<file path="src/rtl/page_commit_buffer.sv">
module page_commit_buffer #(
  parameter int ADDR_W       = 16,
  parameter int DATA_W       = 8,
  parameter int PAGE_BITS    = 7,
  parameter int WRITE_CYCLES = 300
) (
  input  logic              clk,
  input  logic              rst_n,
  input  logic              start_pulse,
  input  logic              stop_pulse,
  input  logic              addr_load,
  input  logic [ADDR_W-1:0] addr_in,
  input  logic              data_valid,
  input  logic [DATA_W-1:0] data_in,
  input  logic              wp,
  output logic              mem_we,
  output logic [ADDR_W-1:0] mem_addr,
  output logic [DATA_W-1:0] mem_wdata,
  output logic              busy
);

  localparam int PAGE_BYTES = 1 << PAGE_BITS;
  localparam int CNT_W      = $clog2(WRITE_CYCLES + 1);

  typedef enum logic [1:0] {S_IDLE, S_SCAN, S_WAIT} state_t;

  state_t                       st;
  logic [ADDR_W-1:PAGE_BITS]    page_q;
  logic [PAGE_BITS-1:0]         off_q;
  logic [PAGE_BITS-1:0]         scan_q;
  logic [CNT_W-1:0]             cnt_q;
  logic [PAGE_BYTES-1:0]        held_q;
  logic [DATA_W-1:0]            pg_mem [PAGE_BYTES];

  wire idle     = (st == S_IDLE);
  wire take     = idle && !stop_pulse && !start_pulse && !addr_load && data_valid;
  wire any_held = |held_q;

  assign busy      = !idle;
  assign mem_we    = (st == S_SCAN) && held_q[scan_q];
  assign mem_addr  = {page_q, scan_q};
  assign mem_wdata = pg_mem[scan_q];

  always_ff @(posedge clk) begin
    if (take) pg_mem[off_q] <= data_in;
  end

  always_ff @(posedge clk or negedge rst_n) begin
    if (!rst_n) begin
      st     <= S_IDLE;
      page_q <= '0;
      off_q  <= '0;
      scan_q <= '0;
      cnt_q  <= '0;
      held_q <= '0;
    end else begin
      case (st)
        S_IDLE: begin
          if (stop_pulse) begin
            if (any_held && !wp) begin
              st     <= S_SCAN;
              scan_q <= '0;
            end else begin
              held_q <= '0;
            end
          end else if (start_pulse) begin
            held_q <= '0;
          end else if (addr_load) begin
            page_q <= addr_in[ADDR_W-1:PAGE_BITS];
            off_q  <= addr_in[PAGE_BITS-1:0];
          end else if (data_valid) begin
            held_q[off_q] <= 1'b1;
            off_q         <= off_q + 1'b1;
          end
        end
        S_SCAN: begin
          scan_q <= scan_q + 1'b1;
          if (scan_q == PAGE_BITS'(PAGE_BYTES - 1)) begin
            st    <= S_WAIT;
            cnt_q <= '0;
          end
        end
        S_WAIT: begin
          cnt_q <= cnt_q + 1'b1;
          if (cnt_q == CNT_W'(WRITE_CYCLES - 1)) begin
            st     <= S_IDLE;
            held_q <= '0;
          end
        end
        default: st <= S_IDLE;
      endcase
    end
  end

  a_r4_write_inside_busy: assert property (@(posedge clk) disable iff (!rst_n)
    mem_we |-> busy);

  a_r4_busy_starts_with_scan: assert property (@(posedge clk) disable iff (!rst_n)
    $rose(busy) |-> (st == S_SCAN) && (scan_q == '0));

  a_r5_protect_blocks: assert property (@(posedge clk) disable iff (!rst_n)
    (!busy && stop_pulse && wp) |=> !busy);

  a_r6_empty_stop_idle: assert property (@(posedge clk) disable iff (!rst_n)
    (!busy && stop_pulse && !any_held) |=> !busy);

  a_r8_held_frozen: assert property (@(posedge clk) disable iff (!rst_n)
    ((st == S_SCAN) && data_valid) |=> $stable(held_q));

  a_r1_page_fixed: assert property (@(posedge clk) disable iff (!rst_n)
    (busy && $past(busy)) |-> $stable(page_q));

  a_r9_idle_after_busy: assert property (@(posedge clk) disable iff (!rst_n)
    $fell(busy) |-> !any_held);

endmodule

</file>
<file path="config.mk">
export PLATFORM = sky130hd
export DESIGN_NAME = page_commit_buffer
export DESIGN_NICKNAME = d
export VERILOG_FILES = /design/src/rtl/page_commit_buffer.sv
export SDC_FILE = /design/constraint.sdc
export NUM_CORES = 1
export LEC_CHECK = 0
export BUFFER_PORTS_ARGS = -buffer_cell sky130_fd_sc_hd__buf_2
export CORE_MARGIN = 3
export CORE_UTILIZATION = 46
export CTS_CLUSTER_DIAMETER = 60
export DETAILED_ROUTE_END_ITERATION = 8
export GPL_TIMING_DRIVEN = 0
export SYNTH_ARGS = -nofsm -noshare
export SYNTH_HDL_FRONTEND = slang
export SYNTH_SLANG_ARGS = --single-unit
</file>
<file path="constraint.sdc">
create_clock -name clk -period 3.3 [get_ports clk]
set_input_delay 0.495 -clock clk [delete_from_list [all_inputs] [get_ports clk]]
set_output_delay 0.495 -clock clk [all_outputs]
set_load 0.005 [all_outputs]
</file>
==> Word level (Yosys, flattened, before mapping) <==
Memory sizes are Yosys's and may differ from the RTL's.
Cells that the tools add are included.
W data, S select, Z words.
{ "totals": {"ff_bits": 162, "ramBits": 1024, "input_bits": 31, "out_inout_bits": 26, "elab_cells": 76, "mem_count": 1} }
{ "memory_table": {"columns": ["name", "depth", "word_bits", "read_ports", "rd_clocked_by_memory_dff", "wr", "line_no", "source"], "rows": [
  ["pg_mem", 128, 8, 1, 0, 1, "33", "logic [DATA_W-1:0] pg_mem [PAGE_BYTES];"]
]} }
{ "classes": {"addsub": 3, "magnitude_cmp": 3, "eq_ne": 11, "mux": 25, "bitwise": 3, "reduce_logical": 24} }
{ "ops": {"columns": ["operator", "count"], "rows": [
  ["$mux W128", 6],
  ["$pmux W128 S2", 1],
  ["$or A128 B128 Y128", 1],
  ["$reduce_or A128 Y1", 1],
  ["$mux W7", 4],
  ["$pmux W9 S2", 1],
  ["$lt A7 B8 Y1 const B", 2],
  ["$add A7 B1 Y7 const B", 2],
  ["$pmux W7 S2", 1],
  ["$reduce_and A4 Y1", 3],
  ["$add A9 B1 Y9 const B", 1],
  ["$eq A9 B9 Y1 const B", 1],
  ["$mux W9", 1],
  ["$mux W2", 4],
  ["$ne A4 B4 Y1 const B", 2],
  ["$reduce_bool A2 Y1", 4],
  ["$bmux W1 S7", 1],
  ["$demux W1 S7", 1],
  ["$eq A7 B7 Y1 const B", 1],
  ["$ge A7 B1 Y1 const B", 1],
  ["$logic_and A1 B1 Y1", 7],
  ["$pmux W2 S3", 1],
  ["$logic_not A1 Y1", 5],
  ["$reduce_and A5 Y1", 1],
  ["10 further kinds", 16]
]} }

==> Logic depth before layout (Yosys ltp) <==
{ "logic_depth": {"ltp_word": 10, "mapped_depth": 11, "depth_no_buf": 7} }

==> Least setup slack after synthesis <==
No wires, ideal clock.
{ "synth_timing": {"path_kind": "flip-flop to output port", "startpoint": "register scan_q[0]", "endpoint": "output port mem_wdata[1]", "arrival_ns": 2.285, "path_slack_ns": 0.520, "stages_incl_launch_ff": 10, "cell_sequence": "dfrtp_1 -> buf_4 -> buf_4 -> buf_4 -> buf_2 -> mux4_2 -> mux2i_1 -> o22ai_1 -> nor4_1 -> a21oi_1"} }
{ "synth_via": {"elab_chain_cells": 1} }
{ "synth_lines": {"columns": ["item", "line_no", "source"], "rows": [
  ["from (decl)", "30", "logic [PAGE_BITS-1:0] scan_q;"],
  ["from (signal assigned)", "77", "scan_q <= scan_q + 1'b1;"],
  ["$mem_v2 Z128 W8", null, null],
  ["to (decl)", "18", "output logic [DATA_W-1:0] mem_wdata,"]
]} }
Every way passes these cells.

==> Worst setup path after layout <==
{ "layout_timing": {"startpoint": "register scan_q[3]", "endpoint": "output port mem_wdata[3]"} }
Same word-level chain as after synthesis.

==> results.json <==
{
  "nFillCells": 7696,
  "p_int_mw": 32.6,
  "p_seq_share_pct": 33.1,
  "nNetsFinal": 2864,
  "violations": "negative setup slack",
  "r2r-start": "held_q[48]",
  "worstHoldStart": "addr_in[9]",
  "die_w_um": 329,
  "die_area_sq_um": 108000,
  "detail_route.wl_per_cell_um": 37.7,
  "min_period_over_period_pct": 128,
  "grt_usage_pct": 30.1,
  "ios": 57,
  "switching_power_mw": 18.7,
  "first_global_vias": 28100,
  "drc": 0,
  "rsz0062_at_grt": "true",
  "syn_nets": 2560,
  "vias": 28700,
  "mostFrequentLayoutCells": "1024 x edfxtp_1, 312 x mux4_2, 160 x nor4_1, 159 x dfrtp_1, 128 x o21a_1",
  "clock_latency_ns": 0.72,
  "crit_start": "scan_q[3]",
  "mostFrequentLayoutCell": "edfxtp_1",
  "cp.required_ns": 2.80,
  "ys_ff_latch": 1186,
  "path_delay_family": "simple AND/OR/NAND/NOR gates",
  "grt-ovfl-total": 0,
  "start_kind": "register",
  "min_path_type": "primary input to register",
  "slew_headroom_pct": 6.04,
  "gp_congestion": 0.970,
  "drt-initial-drc-count": 4511,
  "report.final.slew_viol_count": 0,
  "cts-htree-levels": 3,
  "wirelength_um": 162000,
  "combPwrFrac_pct": 40.5,
  "area_delta_synth_final_pct": 20.6,
  "crit_type": "register to output port",
  "clkTransAtPathRegs_ns": 0.06,
  "row_count": 117,
  "antenna_left": 0,
  "cts_tree": "yes",
  "routed_via_density": 6.67,
  "cts_max_path_buffers": 3,
  "dp_hpwl_um": 104000,
  "p_leak_nw": 18.9,
  "dieHeight_um": 329,
  "worstPathMaxFanout": 10,
  "path_cells": "buf_4 > nor2b_4 > clkbuf_4 > a22oi_1 > a21oi_2 > nor4_4 > nor3_2 > buf_2",
  "core-area_sq_um": 103000,
  "ys_warn_count": 0,
  "pwr-share-clk_pct": 26.4,
  "cts_sinks": 1186,
  "cpPeakStageDelay_ns": 0.51,
  "worst_ep_arrival_time_ns": 3.74,
  "skew_ns": 0.0224,
  "endpoint_kind": "output port",
  "post-route-cell-area_sq_um": 57900,
  "synth_area_leaders": "edfxtp_1 64%, mux4_2 15%, dfrtp_1 8.4%, nor4_1 2.1%, o21a_1 2.0%",
  "min_period_ns": 4.24,
  "syn_inst": 2526,
  "dpl-instance-area_sq_um": 50300,
  "p_sw_share_pct": 36.5,
  "max_slew.worst_pin.slew_ns": 1.41,
  "crit_buf_inv": 3,
  "synth_top_area_share_pct": 64.1,
  "synthArstFlopShare_pct": 13.7,
  "port_buffers": 55,
  "grt_pass1_wl_um": 224000,
  "ys_types": 59,
  "seq_area_frac_synth_pct": 72.5,
  "setup_viol": 9,
  "setup_slack_ns": -0.936,
  "drive_gt1_share_pct": 33.7,
  "synth_edf_count": 1024,
  "fmaxAchievable_mhz": 236,
  "cts_root_buf": "clkbuf_16",
  "start_util_pct": 46.8,
  "synth_flop_cell": "edfxtp_1",
  "status": "complete, but fails checks",
  "cp_slowest_cell": "dfrtp_1",
  "hold_viol": 0,
  "yosys.area.top_type": "edfxtp_1",
  "grt_max_degree": 105,
  "irDropWorstVdd_mv": 0.611,
  "finalPower_mw": 51.3,
  "dr.pass1.iters": 7,
  "numCtsBuffers": 120,
  "syn_avg_cell_area_sq_um": 19.0,
  "synthesis.area_sq_um": 48000,
  "max-cap-violations": 0,
  "antenna_found_initial": 3,
  "p_per_area_nw_per_um2": 887
}
[worst paths after layout]
path | endpoint | slack [ns] | cells after the start
max | mem_wdata[3] | -0.94 | 8
min | page_q[9] | 0.03 | 2
max reg2reg | held_q[119] | 0.02 | 8
min reg2reg | cnt_q[5] | 0.51 | 1
max in group asynchronous | scan_q[2] | 2.02 | 3
min in group asynchronous | held_q[0] | 0.32 | 2
[stage by stage]
step           TNS (ns)  util, %  setup WS [ns]  instances  hold slack (ns)
2_1_floorplan         0        -          0.520       2526            0.199
3_3_place_gp    -776.33     48.7          -2.39       3949            0.481
3_5_place_dp    -729.90     49.0          -1.79       3961            0.493
4_1_cts         -101.30     55.6         -0.792       4278          0.00313
5_1_grt           -7.60     56.4         -0.889       4302           0.0262
6_report          -7.39     56.4         -0.936       4304           0.0350
[layer usage]
metal	GRT usage [%]	wire length (um)
met2	44.9	73600
met4	13.5	8140
met3	8.44	20000
met5	0	12
met1	41.6	60500
[Yosys cell counts (all sizes together) (7+ instances only)]
cell and instances:
o21a 128, nand4 15, a22oi 27, mux4 312
a221oi 8, nand3 21, nor4 164, clkbuf 92
a21oi 31, a31oi 9, nand2b 12, and2 7
dfrtp 162, nor2b 23, o22ai 11, nor2 153
nand2 46, o21ai 35, edfxtp 1024, mux2 14
a211oi 11, buf 98, mux2i 44, nor3 20
[cell families (layout without fill, tap and decap cells)]
group                    after synthesis  after routing  synth area share [%]
other                                  0              3                     0
AND/OR/NAND/NOR                      476            476                  5.12
multiplexers                         370            370                  15.9
buffers and inverters                192            599                  1.94
AO/OA/AOI/OAI                        296            296                  4.38
flip-flops                          1186           1186                  72.5
adder cells (fa/ha/maj)                3              3                0.0782
XOR/XNOR                               3              3                0.0548
[power by group through the flow]
| stage | Sequential [mW] | Combinational [mW] | Clock [mW] |
|---|---|---|---|
| final | 17.0 | 20.8 | 13.5 |
| after global routing | 17.0 | 21.1 | 14.2 |
| after CTS | 16.9 | 19.7 | 13.6 |
| after detailed placement | 17.2 | 16.2 | 0 |
| after global placement | 17.2 | 16.1 | 0 |
| after floorplan | 17.1 | 8.63 | 0 |
[sequential cells by signal, summed over array words and instances (netlist names)]
signal / cells
cnt_q: 9
scan_q: 7
page_q: 9
off_q: 7
held_q: 128
st: 2
pg_mem: 1024
[worst reg2reg max path: stages (launching register included)]
cell and delay (ns):
dfrtp_1 0.41, nor4_1 0.40, nand4_1 0.27, nor4_4 0.54
a2111oi_2 0.26, clkbuf_1 0.34, buf_2 0.33, nor4_1 0.49
o21a_1 0.16
[timing repair]
| item | in CTS | in global routing |
|---|---|---|
| resized for setup | 494 | 87 |
| setup buffers | 83 | 24 |
| endpoints found under the hold margin | 66 | 0 |
| endpoints found under the setup margin | 996 | 1153 |
| pin swaps | 47 | 29 |
| cloned | 3 | 1 |
| hold buffers | 9 | 0 |
[final cells by class]
| cell class | count | area (sq um) | share of cell area (%) |
|---|---|---|---|
| Tap cell | 1368 | 1710 | 2.96 |
| Multi-Input combinational cell | 1148 | 13500 | 23.3 |
| Inverter | 2 | 8.76 | 0.0151 |
| Timing Repair Buffer | 187 | 1970 | 3.40 |
| Antenna cell | 3 | 7.51 | 0.0130 |
| Clock buffer | 157 | 3330 | 5.75 |
| Sequential cell | 1186 | 34800 | 60.2 |
| Buffer | 185 | 1960 | 3.39 |
| Clock inverter | 68 | 583 | 1.01 |
Note: power is estimated with default switching activity, not from simulation.
